`src/rtl/mt16_pkg.sv`:
```
package mt16_pkg;

  typedef enum logic [1:0] {
    MODE_TIMER   = 2'd0,
    MODE_CAPTURE = 2'd1,
    MODE_ONESHOT = 2'd2,
    MODE_REPEAT  = 2'd3
  } mt_mode_e;

  localparam int unsigned CSEL_W   = 3;
  localparam logic [2:0]  CSEL_EXT = 3'd7;

  localparam logic [1:0] ADDR_CTRL = 2'd0;
  localparam logic [1:0] ADDR_A    = 2'd1;
  localparam logic [1:0] ADDR_B    = 2'd2;

  localparam int unsigned CTRL_CLR_BIT = 7;

  // log2 of the division for each internal clock-select code
  function automatic int unsigned div_shift(logic [2:0] sel);
    case (sel)
      3'd0:    return 0;
      3'd1:    return 1;
      3'd2:    return 2;
      3'd3:    return 3;
      3'd4:    return 6;
      3'd5:    return 9;
      3'd6:    return 11;
      default: return 0;
    endcase
  endfunction

endpackage

```
`src/rtl/mt16_edge_sync.sv`:
```
module mt16_edge_sync #(
  parameter int unsigned STAGES = 2
) (
  input  logic clk,
  input  logic rst_n,
  input  logic pin,
  output logic rise
);

  logic [STAGES:0] sh_q;

  always_ff @(posedge clk or negedge rst_n) begin
    if (!rst_n) sh_q <= '0;
    else        sh_q <= {sh_q[STAGES-1:0], pin};
  end

  assign rise = sh_q[STAGES-1] & ~sh_q[STAGES];

  // one step per edge, never a two-cycle enable
  a_r4_rise_single: assert property (@(posedge clk) disable iff (!rst_n)
    rise |=> !rise);

endmodule

```
`src/rtl/mt16_prescaler.sv`:
```
module mt16_prescaler
  import mt16_pkg::*;
#(
  parameter int unsigned PSC_W = 11
) (
  input  logic              clk,
  input  logic              rst_n,
  input  logic              restart,
  input  logic [CSEL_W-1:0] sel,
  input  logic              ext_rise,
  output logic              tick
);

  logic [PSC_W-1:0] psc_q;
  logic [PSC_W-1:0] mask_c;

  always_ff @(posedge clk or negedge rst_n) begin
    if (!rst_n)       psc_q <= '0;
    else if (restart) psc_q <= '0;
    else              psc_q <= psc_q + 1'b1;
  end

  assign mask_c = PSC_W'((32'd1 << div_shift(sel)) - 32'd1);
  assign tick   = (sel == CSEL_EXT) ? ext_rise : ((psc_q & mask_c) == mask_c);

  // divided enables are isolated single-cycle pulses
  a_r3_tick_spacing: assert property (@(posedge clk) disable iff (!rst_n)
    (tick && sel != 3'd0 && sel != CSEL_EXT && !restart) |=> !tick);

endmodule

```
`src/rtl/mt16_core.sv`:
```
module mt16_core
  import mt16_pkg::*;
#(
  parameter int unsigned CNT_W = 16
) (
  input  logic             clk,
  input  logic             rst_n,
  input  logic             tick,
  input  logic             cap_rise,
  input  mt_mode_e         mode,
  input  logic [CNT_W-1:0] a_val,
  input  logic             restart,
  input  logic             clr,
  input  logic             b_wr,
  input  logic [CNT_W-1:0] b_wdata,
  output logic [CNT_W-1:0] cnt,
  output logic [CNT_W-1:0] b_val,
  output logic             match_irq,
  output logic             cmp_out,
  output logic             pwm_out
);

  logic [CNT_W-1:0] cnt_q, b_q;
  logic             halted_q, irq_q, cmp_q;
  logic             step, at_top, hit, ppg;

  assign step   = tick && !halted_q;
  assign at_top = (cnt_q == a_val);
  assign hit    = step && at_top && !clr;
  assign ppg    = (mode == MODE_ONESHOT) || (mode == MODE_REPEAT);

  always_ff @(posedge clk or negedge rst_n) begin
    if (!rst_n)    cnt_q <= '0;
    else if (clr)  cnt_q <= '0;
    else if (step) cnt_q <= at_top ? '0 : cnt_q + 1'b1;
  end

  always_ff @(posedge clk or negedge rst_n) begin
    if (!rst_n) begin
      irq_q    <= 1'b0;
      cmp_q    <= 1'b0;
      halted_q <= 1'b0;
    end else begin
      irq_q <= hit;
      if (hit && mode == MODE_TIMER) cmp_q <= ~cmp_q;
      if (restart)                                halted_q <= 1'b0;
      else if (hit && mode == MODE_ONESHOT)       halted_q <= 1'b1;
    end
  end

  always_ff @(posedge clk or negedge rst_n) begin
    if (!rst_n)                                b_q <= '0;
    else if (mode == MODE_CAPTURE && cap_rise) b_q <= cnt_q;
    else if (b_wr)                             b_q <= b_wdata;
  end

  assign cnt       = cnt_q;
  assign b_val     = b_q;
  assign match_irq = irq_q;
  assign cmp_out   = cmp_q;
  assign pwm_out   = ppg && !halted_q && (cnt_q < b_q);

  // a match leaves the counter at zero
  a_r5_match_clears: assert property (@(posedge clk) disable iff (!rst_n)
    match_irq |-> (cnt_q == '0));

  // the counter moves only by one step up or back to zero
  a_r2_step: assert property (@(posedge clk) disable iff (!rst_n)
    (cnt_q != $past(cnt_q)) |-> (cnt_q == $past(cnt_q) + 1'b1 || cnt_q == '0));

  // the compare pin changes only together with a match
  a_r6_cmp_on_match: assert property (@(posedge clk) disable iff (!rst_n)
    (cmp_q != $past(cmp_q)) |-> match_irq);

  // a halted one-shot holds its counter until restarted
  a_r10_halt_holds: assert property (@(posedge clk) disable iff (!rst_n)
    (halted_q && !restart) |=> $stable(cnt_q));

endmodule

```
`src/rtl/mt16_timer.sv`:
```
module mt16_timer
  import mt16_pkg::*;
#(
  parameter int unsigned CNT_W     = 16,
  parameter int unsigned PSC_W     = 11,
  parameter int unsigned SYNC_STGS = 2
) (
  input  logic             clk,
  input  logic             rst_n,
  input  logic             ext_clk_pin,
  input  logic             cap_pin,
  input  logic             wr_en,
  input  logic [1:0]       wr_addr,
  input  logic [CNT_W-1:0] wr_data,
  output logic             match_irq,
  output logic             cmp_out,
  output logic             pwm_out,
  output logic [CNT_W-1:0] count_val,
  output logic [CNT_W-1:0] capture_val
);

  localparam int unsigned N_PINS = 2;

  mt_mode_e          mode_q;
  logic [CSEL_W-1:0] sel_q;
  logic [CNT_W-1:0]  a_q;
  logic              ctrl_wr, clr, tick;
  logic [N_PINS-1:0] pins, rises;

  assign ctrl_wr = wr_en && (wr_addr == ADDR_CTRL);
  assign clr     = ctrl_wr && wr_data[CTRL_CLR_BIT];

  always_ff @(posedge clk or negedge rst_n) begin
    if (!rst_n) begin
      mode_q <= MODE_TIMER;
      sel_q  <= '0;
      a_q    <= '0;
    end else begin
      if (ctrl_wr) begin
        mode_q <= mt_mode_e'(wr_data[1:0]);
        sel_q  <= wr_data[4:2];
      end
      if (wr_en && wr_addr == ADDR_A) a_q <= wr_data;
    end
  end

  assign pins = {cap_pin, ext_clk_pin};

  for (genvar g = 0; g < N_PINS; g++) begin : g_sync
    mt16_edge_sync #(.STAGES(SYNC_STGS)) i_sync (
      .clk  (clk),
      .rst_n(rst_n),
      .pin  (pins[g]),
      .rise (rises[g])
    );
  end

  mt16_prescaler #(.PSC_W(PSC_W)) i_psc (
    .clk     (clk),
    .rst_n   (rst_n),
    .restart (ctrl_wr),
    .sel     (sel_q),
    .ext_rise(rises[0]),
    .tick    (tick)
  );

  mt16_core #(.CNT_W(CNT_W)) i_core (
    .clk      (clk),
    .rst_n    (rst_n),
    .tick     (tick),
    .cap_rise (rises[1]),
    .mode     (mode_q),
    .a_val    (a_q),
    .restart  (ctrl_wr),
    .clr      (clr),
    .b_wr     (wr_en && wr_addr == ADDR_B),
    .b_wdata  (wr_data),
    .cnt      (count_val),
    .b_val    (capture_val),
    .match_irq(match_irq),
    .cmp_out  (cmp_out),
    .pwm_out  (pwm_out)
  );

  // no PWM activity outside the pulse modes
  a_r9_pwm_mode: assert property (@(posedge clk) disable iff (!rst_n)
    (mode_q == MODE_TIMER || mode_q == MODE_CAPTURE) |-> !pwm_out);

endmodule

```
`config.mk`:
```
export PLATFORM = sky130hd
export DESIGN_NAME = mt16_timer
export DESIGN_NICKNAME = d
export VERILOG_FILES = /design/src/rtl/mt16_pkg.sv /design/src/rtl/mt16_edge_sync.sv /design/src/rtl/mt16_prescaler.sv /design/src/rtl/mt16_core.sv /design/src/rtl/mt16_timer.sv
export SDC_FILE = /design/constraint.sdc
export NUM_CORES = 1
export LEC_CHECK = 0
export BUFFER_PORTS_ARGS = -buffer_cell sky130_fd_sc_hd__buf_2
export CORE_UTILIZATION = 55
export CTS_BUF_LIST = sky130_fd_sc_hd__clkbuf_2 sky130_fd_sc_hd__clkbuf_4 sky130_fd_sc_hd__clkbuf_8
export DETAILED_ROUTE_END_ITERATION = 7
export PLACE_DENSITY = 0.87
export SLEW_MARGIN = 0
export SYNTH_ARGS = -nofsm -noshare
export SYNTH_HDL_FRONTEND = slang
export SYNTH_SLANG_ARGS = --single-unit
```
`constraint.sdc`:
```
create_clock -name clk -period 4.5 [get_ports clk]
set_clock_uncertainty 0.2 [all_clocks]
set_input_delay 0 -clock clk [delete_from_list [all_inputs] [get_ports clk]]
set_output_delay 0 -clock clk [all_outputs]
set_load 0.01 [all_outputs]
```
==> results of run 1 <==
==> state kept, by name, summed over array words and instances, names as in the netlist <==
register and cells:
a_q 16, i_core.b_val 16, i_core.cmp_out 1, mode_q 2, g_sync.i_sync.sh_q 6, i_psc.psc_q 11, i_core.match_irq 1, sel_q 3
i_core.halted_q 1, i_core.cnt 16
==> cell families (layout without fill, tap and decap cells) <==
kind of cell    count (synthesis)  after routing  share of synthesized area
compound gates                 73             73                      0.115
xor+xnor                       30             30                     0.0668
fa+ha+maj                      20             20                     0.0636
buf+inv                        37            119                     0.0420
flops                          73             73                      0.464
mux                            34             34                     0.0922
simple gates                  119            119                      0.156
==> layout by cell type, fill, tap and decap left out, types with 2 or more instances in the layout <==
master and n:
dfrtp_1 73, buf_2 57, nor2_1 36, a21oi_1 32, inv_1 22, dlygate4sd3_1 22
xnor2_1 21, nand2_1 20, ha_1 20, mux2_2 18, o21ai_0 16, mux2i_1 16
nand3_1 11, or3_1 10, xor2_1 9, nand4_1 9, clkbuf_8 9, and3_1 8
a21o_1 5, nor4_1 4, o21ba_2 3, nand2b_1 3, clkinv_2 3, buf_4 3
nor3_1 2, nor2b_1 2, nor3b_1 2, o22ai_1 2, o31ai_1 2, o2111ai_1 2
and2_1 2, a21oi_2 2, nand3b_1 2, clkbuf_4 2
==> layer usage <==
layer / part of all wire / global-route usage / up-vias
li1: - / - / 1514
met3: 0.047 / 0.0438 / 20
met2: 0.47 / 0.412 / 91
met1: 0.46 / 0.347 / 1563
met5: 0 / 0 / -
met4: 0.025 / 0.112 / 0
==> area by class of cell <==
type / instances / area (sq um) / area share
multi-input combinational: 276 / 1960 / 0.416
sequential: 73 / 1830 / 0.389
timing repair buffer: 82 / 528 / 0.112
clock buffer: 11 / 139 / 0.0296
tap: 96 / 120 / 0.0256
inverter: 22 / 82.6 / 0.0176
clock inverter: 4 / 45.0 / 0.00959
==> timing repair <==
action,CTS,global route
buffers inserted,0,0
hold buffers,22,0
hold endpoints to repair,126,0
resized for setup,0,0
==> power by group <==
part           internal (mW)  total, mW  switching [mW]
sequential             0.766      0.895           0.129
combinational          0.250      0.515           0.266
clock                  0.263      0.487           0.224
==> per-stage QoR <==
step,util,hold slack (ps)
after floorplan,-,-496
after global placement,0.625,-88.8
after detailed placement,0.625,-89.9
after CTS,0.684,81.9
after global routing,0.684,94.5
final,0.684,91.5
==> worst reg2reg max path, delay by kind of cell (launching register included) <==
family / cells / cell delay, ps
adders and majority gates: 1 / 240
AOI/OAI and AO/OA: 4 / 1380
and+or+nand+nor: 4 / 650
DFF: 1 / 530
==> path summary, 6_finish.rpt <==
check / startpoint / end / slack [ps] / depth (start not counted)
max: sel_q[1]$_DFFE_PN0P_ / i_core.cnt[12]$_DFFE_PN0P_ / 1380 / 9
min: ext_clk_pin / g_sync[0].i_sync.sh_q[0]$_DFF_PN0_ / 90 / 2
max reg2reg: sel_q[1]$_DFFE_PN0P_ / i_core.cnt[12]$_DFFE_PN0P_ / 1380 / 9
min reg2reg: g_sync[0].i_sync.sh_q[0]$_DFF_PN0_ / g_sync[0].i_sync.sh_q[1]$_DFF_PN0_ / 150 / 0
max in group asynchronous: rst_n / i_psc.psc_q[4]$_DFF_PN0_ / 3300 / 3
min in group asynchronous: rst_n / i_core.b_val[6]$_DFFE_PN0P_ / 190 / 3
==> run metrics, run 1 <==
Final Hold Vio Count=0; Starting Density=0.573; Via density=5.65; Setup crit end kind=register; Fillers=525; Peak VDD IR=0.171 mV; dpl cell area=0.00429 sq mm; row cnt=30; wire per inst=16.2 um; Root Driver=clkbuf_8; CTS Buf Count=9; largest net degree at the start of global routing=74; Worst slew margin=0.372; area grow syn2layout=19.3%; placed cells=527; Iter 0 DRT Violations=260; startpoint class of the critical path=register; number of inserted diodes=0; critical path buffer and inverter count=0; cell area after layout=0.00470 sq mm; final setup fails=0; WL final=9.11 mm; crit share post-route=0.694; pwr/cell area=404 mW/mm^2; vias in the first global route=3026; IO Port Bufs=57; initial antenna violation count=0; total gr overflow=0; Hold Path Class=input pin to register; Worst-Skew Late Latency=350 ps; CTS H-tree lvls=3; hpwl dp=6.40 mm; GP Congestion=0.977; worst-path fanout max=14; CTS Sinks=73; Layout Cells excl Fill=564; crit-path cells=and3_1, nor2_1, ha_1, and3b_1, a311oi_2, nand2_1, o31ai_1, a21o_1, a21oi_1; clk slew on worst S/H paths=70 ps; RSZ-0062 raised after global routing=false; CTS tree=yes; cell with the most instances after synthesis=dfrtp_1; Die Span X=86.6 um; Mapped Nets=429; DR pass1 iterations=4; Cell variety after synth=47; slew of the pin with the lowest slew margin=939 ps; die height=86.6 um; fraction of layout instances using a drive strength above 1=0.222; via count=3188; Seq/Total Area, Yosys=0.464; Crit-path slowest cell=dfrtp_1; Synth area leaders=dfrtp_1, ha_1, mux2_2; FMAX=0.320 GHz; Core Region=0.00687 sq mm; Top FF cell, synth=dfrtp_1; # nets final=507; max incr delay on CP=530 ps; Synth top area share=0.464; Post-Syn Area per Cell=10.2 sq um; die area=0.00750 sq mm; max-cap viol count=0; clock tree buffer depth=2; min cycle time layout=3120 ps; Final WS setup=1380 ps; DRC=0; max-slew violations=0; CP required=4500 ps; pre-CTS setup slack=1420 ps; CP delay by family, top=compound AO/OA/AOI/OAI gates; setup TNS=0 ps; Mapped Cells=386; status=finished, final reports clean; FF+latch count, synth=73; EDFF count, synth=0; total power=1.90 mW; leak pwr=2.19 nW; yosys warns=0; CP arrival=3130 ps; ys async rst share=1.00; Worst Path Class, Setup=register to register; first-pass GRT wire length=14.7 mm; I/O pin cnt=58; Syn Std Cell Area=0.00394 sq mm; top cells by count, synth=dfrtp_1, nor2_1, a21oi_1, inv_1, xnor2_1; area leader, netlist=dfrtp_1; Antenna Nets Post-Route=0; GRT Total Usage=0.258
(Power assumes the default switching activity.)
==> run 2: changes to the inputs <==
==> constraint.sdc (replaced) <==
create_clock -name clk -period 3.04 [get_ports clk]
set_clock_uncertainty 0.2 [all_clocks]
set_input_delay 0 -clock clk [delete_from_list [all_inputs] [get_ports clk]]
set_output_delay 0 -clock clk [all_outputs]
set_load 0.01 [all_outputs]
==> run 2 against run 1 <==
  * Worst hold slack got worse by 1.8 ps
  * Largest cell class unchanged
  * Sequential share of layout area about the same
  * Maximum frequency grew 6.7%
  * Flip-flop and latch count did not move
==> run metrics, run 2 (synthesis gave the netlist of run 1 again) <==
die area=0.00750 sq mm; slew of the pin with the lowest slew margin=919 ps; dpl cell area=0.00432 sq mm; I/O pin cnt=58; FMAX=0.342 GHz; Setup crit end kind=register; most common cell after layout, fill and taps aside=dfrtp_1; reg-to-reg endpoint=i_core.cnt[11]$_DFFE_PN0P_; min cycle time layout=2930 ps; critical path buffer and inverter count=0; initial antenna violation count=0; die height=86.6 um; cells on worst reg2reg path=9; leak pwr=2.20 nW; setup TNS=0 ps; CP arrival=2980 ps; IO Port Bufs=57; final setup fails=0; max-cap viol count=0; CTS Sinks=73; Core Region=0.00687 sq mm; GP Congestion=1.06; total gr overflow=0; placed cells=530; r2r startpoint=sel_q[0]$_DFFE_PN0P_; Clock power frac=0.241; max incr delay on CP=500 ps; Reg2Reg Setup Slack=110 ps; crit-path cells=and3_1, nor2_1, ha_1, o21bai_1, a311oi_2, o2111ai_1, o21ba_2, or4b_1, a21oi_1; fraction of layout instances using a drive strength above 1=0.236; max-slew violations=0; Crit-path slowest cell=or4b_1; Worst-Skew Late Latency=350 ps; pwr/cell area=584 mW/mm^2; crit share post-route=0.962; DRC=0; Peak VDD IR=0.365 mV; CP delay by family, top=compound AO/OA/AOI/OAI gates; Hold Path Depth=2; sequential power share=0.478; DR pass1 iterations=5; CP required=3090 ps; RSZ-0062 raised after global routing=false; Via density=5.67; Sw Ratio=0.337; cell area after layout=0.00471 sq mm; largest net degree at the start of global routing=74; hpwl dp=6.40 mm; startpoint class of the critical path=register; first-pass GRT wire length=14.6 mm; Starting Density=0.573; Power Internal=1.82 mW; Hold Path Class=input pin to register; # nets final=510; area grow syn2layout=19.6%; worst hold slack=89.7 ps; number of inserted diodes=0; status=finished, final reports clean; total power=2.75 mW; Die Span X=86.6 um; GRT Total Usage=0.259; wire per inst=15.8 um; via count=3217; Root Driver=clkbuf_8; CTS tree=yes; Final Hold Vio Count=0; Antenna Nets Post-Route=0; Iter 0 DRT Violations=241; worst-path fanout max=13; clk slew on worst S/H paths=70 ps; clock tree buffer depth=2; Gate power share=0.281; row cnt=30; Worst slew margin=0.388; Layout Cells excl Fill=567; CTS H-tree lvls=3; sw power=927 uW; WL final=8.98 mm; CTS Buf Count=9; Fillers=519; launch point of the worst hold path=ext_clk_pin; most frequent cells in the layout=dfrtp_1, buf_2, nor2_1, a21oi_1, inv_1; Worst Path Class, Setup=register to register; worst hold endpoint=g_sync[0].i_sync.sh_q[0]$_DFF_PN0_; vias in the first global route=3035
-- run 2: final cells by class --
type | count | area (sq um) | area share
Clock buffer | 10 | 138 | 0.0292
Clock inverter | 5 | 32.5 | 0.00691
Inverter | 22 | 82.6 | 0.0175
Multi-Input combinational cell | 276 | 1960 | 0.415
Sequential cell | 73 | 1830 | 0.389
Tap cell | 96 | 120 | 0.0255
Timing Repair Buffer | 85 | 548 | 0.116
-- run 2: layer usage --
layer,track usage,routed length [um]
met5,0,0
met4,0.124,235
met3,0.0457,557
met2,0.409,4190
met1,0.347,3990
-- run 2: how the worst max path moves through the flow --
stage                     depth (start not counted)  slack [ps]                         end            startpoint
after CTS                                         9          60  i_core.cnt[11]$_DFFE_PN0P_  sel_q[1]$_DFFE_PN0P_
after floorplan                                  10         410   i_core.cnt[8]$_DFFE_PN0P_  sel_q[1]$_DFFE_PN0P_
after global routing                              9         0.2  i_core.cnt[11]$_DFFE_PN0P_  sel_q[2]$_DFFE_PN0P_
after global placement                            9         260   i_core.cnt[4]$_DFFE_PN0P_  sel_q[1]$_DFFE_PN0P_
final                                             9         110  i_core.cnt[11]$_DFFE_PN0P_  sel_q[0]$_DFFE_PN0P_
after detailed placement                          9         110   i_core.cnt[4]$_DFFE_PN0P_  sel_q[1]$_DFFE_PN0P_
-- run 2: through the flow --
| stage | util | setup WS [ps] |
|---|---|---|
| floorplan | - | 414 |
| global placement | 0.628 | 256 |
| detailed placement | 0.628 | 109 |
| CTS | 0.684 | 58.2 |
| global route | 0.685 | 0.212 |
| finish | 0.685 | 114 |
-- run 2: power groups by stage --
stage          sequential [mW]  clock (mW)  combinational (mW)
5_1_grt                   1.34       0.712               0.865
6_report                  1.31       0.661               0.772
3_5_place_dp              1.33           0               0.744
4_1_cts                   1.31       0.672               0.769
2_1_floorplan             1.32           0               0.480
3_3_place_gp              1.32           0               0.700
-- run 2: what timing repair did --
action                                  4_1_cts  5_1_grt
resized for setup                             0        3
setup buffers                                 0        1
endpoints found under the hold margin       127        0
endpoints found under the setup margin        0       10
hold buffers                                 21        0
-- run 2: worst reg2reg max path, cell delays in order (launching register included) --
cell	delay (ps)
dfrtp_2	440
and3_1	240
nor2_1	70
ha_1	270
o21bai_1	90
a311oi_2	330
o2111ai_1	170
o21ba_2	310
or4b_1	500
a21oi_1	210
==> run 3: changes to the inputs <==
--- a/config.mk
+++ b/config.mk
@@ -6,10 +6,12 @@
 export NUM_CORES = 1
 export LEC_CHECK = 0
 export BUFFER_PORTS_ARGS = -buffer_cell sky130_fd_sc_hd__buf_2
-export CORE_UTILIZATION = 55
+export CELL_PAD_IN_SITES_DETAIL_PLACEMENT = 0
+export CELL_PAD_IN_SITES_GLOBAL_PLACEMENT = 2
+export CORE_UTILIZATION = 38
 export CTS_BUF_LIST = sky130_fd_sc_hd__clkbuf_2 sky130_fd_sc_hd__clkbuf_4 sky130_fd_sc_hd__clkbuf_8
 export DETAILED_ROUTE_END_ITERATION = 7
-export PLACE_DENSITY = 0.87
+export PLACE_DENSITY = 0.93
 export SLEW_MARGIN = 0
 export SYNTH_ARGS = -nofsm -noshare
 export SYNTH_HDL_FRONTEND = slang
==> run 3 against run 2 <==
  * First-iteration DRC count is 24% lower
  * Worst hold slack lost 14 ps
  * Largest power group unchanged
  * Sequential power hardly changed
  * Cell area up 3.1%
  * Die area is 44% higher
  * Core utilization down 20 points
  * Critical endpoint is now i_core.cnt[6]$_DFFE_PN0P_
  * Flip-flop and latch count stayed put
  * Clock-buffer cell count is 3 higher
  * Register-to-register slack gained 40 ps
  * Critical path depth is 1 higher
==> run metrics, run 3 (synthesis gave the netlist of run 1 again) <==
status=finished, final reports clean; Worst Path Class, Setup=register to register; Fillers=936; # nets final=514; worst-path fanout max=10; area grow syn2layout=23.3%; max incr delay on CP=460 ps; crit-path cells=and3_1, nor2_1, ha_1, and3b_1, a311oi_2, nand2_1, o31a_1, buf_4, or3_1, a21oi_2; final setup fails=0; first-pass GRT wire length=15.1 mm; Antenna Nets Post-Route=0; wire per inst=15.2 um; met2 WL=4.05 mm; fraction of layout instances using a drive strength above 1=0.238; Setup crit end kind=register; Die Span X=104 um; GP Congestion=0.802; die height=104 um; startpoint class of the critical path=register; Final WS setup=152 ps; Root Driver=clkbuf_8; Core Region=0.00991 sq mm; via count=3064; I/O pin cnt=58; number of inserted diodes=0; pre-CTS setup slack=125 ps; IO Port Bufs=57; crit share post-route=0.950; CP arrival=2980 ps; most frequent cells in the layout=dfrtp_1, buf_2, nor2_1, a21oi_1, dlygate4sd3_1; die area=0.0108 sq mm; setup TNS=0 ps; CP required=3130 ps; pwr/cell area=611 mW/mm^2; clk slew on worst S/H paths=70 ps; row cnt=36; slew of the pin with the lowest slew margin=939 ps; leak pwr=2.24 nW; clock tree buffer depth=2; Starting Density=0.397; GRT Total Usage=0.181; Worst slew margin=0.374; Hold Path Class=input pin to register; min cycle time layout=2890 ps; total gr overflow=0; RSZ-0062 raised after global routing=false; Reg2Reg Setup Slack=150 ps; critical path buffer and inverter count=1; Iter 0 DRT Violations=184; Peak VDD IR=0.217 mV; Worst-Skew Late Latency=370 ps; max-slew violations=0; vias in the first global route=2951; CTS tree=yes; CTS Buf Count=9; DRC=0; FF+latch area=0.00183 sq mm; max-cap viol count=0; initial antenna violation count=0; Crit-path slowest cell=dfrtp_2; most common cell after layout, fill and taps aside=dfrtp_1; wl on met1=4.61 mm; Final Hold Vio Count=0; multi-input logic area=0.00196 sq mm; CTS Sinks=73; metal3 WL=436 um; CTS H-tree lvls=3; WL final=9.24 mm; top routing layer in use=met4; Via density=5.04; FMAX=0.346 GHz; worst hold slack=75.3 ps; DR pass1 iterations=4; largest net degree at the start of global routing=74; CP delay by family, top=simple AND/OR/NAND/NOR gates; hpwl dp=6.47 mm
[run 3: changes by cell type in the layout (fill, tap and decap cells not counted)]
cell / change
clkbuf_8: +2
buf_4: +3
clkinv_4: -2
clkinv_2: -3
dlygate4sd3_1: +2
clkbuf_4: +1
bufinv_16: +2
buf_2: -1
[run 3: layer usage]
layer,vias to the layer above,global-route usage
li1,1525,-
met1,1455,0.256
met2,72,0.267
met3,12,0.0422
met4,0,0.0745
met5,-,0
[run 3: final cells by class]
cell class / count / share of cell area
multi-input combinational: 276 / 0.403
sequential: 73 / 0.377
timing repair buffer: 89 / 0.121
clock buffer: 13 / 0.0356
tap: 133 / 0.0343
inverter: 22 / 0.0170
clock inverter: 2 / 0.0124
[run 3: worst register-to-register path, stage by stage, from the launching register on]
cell and delay [ps]:
dfrtp_2 460, and3_1 230, nor2_1 70, ha_1 240
and3b_1 190, a311oi_2 280, nand2_1 120, o31a_1 380
buf_4 170, or3_1 360, a21oi_2 140
[run 3: power breakdown]
group | switching [mW] | internal [mW]
sequential | 0.177 | 1.13
clock | 0.361 | 0.535
combinational | 0.383 | 0.377
total | 0.921 | 2.05
[run 3: repair_timing]
action	CTS	global route
setup buffers	0	2
hold endpoints to repair	127	0
setup endpoints to repair	0	12
hold buffers	23	0
resized for setup	0	3
[run 3: final timing paths]
| check | cells after the start | start | end |
|---|---|---|---|
| worst max register to register | 10 | sel_q[1]$_DFFE_PN0P_ | i_core.cnt[6]$_DFFE_PN0P_ |
| min in group asynchronous | 2 | rst_n | i_psc.psc_q[6]$_DFF_PN0_ |
| worst min-delay path | 2 | ext_clk_pin | g_sync[0].i_sync.sh_q[0]$_DFF_PN0_ |
| worst max-delay path | 10 | sel_q[1]$_DFFE_PN0P_ | i_core.cnt[6]$_DFFE_PN0P_ |
| worst min register to register | 0 | g_sync[1].i_sync.sh_q[0]$_DFF_PN0_ | g_sync[1].i_sync.sh_q[1]$_DFF_PN0_ |
| max in group asynchronous | 2 | rst_n | sel_q[1]$_DFFE_PN0P_ |
[run 3: through the flow]
stage	std cells	util	power (mW)	area, sq um
after floorplan	386	-	1.80	3940
after global placement	568	0.441	2.04	4370
after detailed placement	568	0.441	2.06	4370
after CTS	606	0.488	2.99	4830
after global routing	608	0.490	3.15	4850
final	608	0.490	2.97	4850
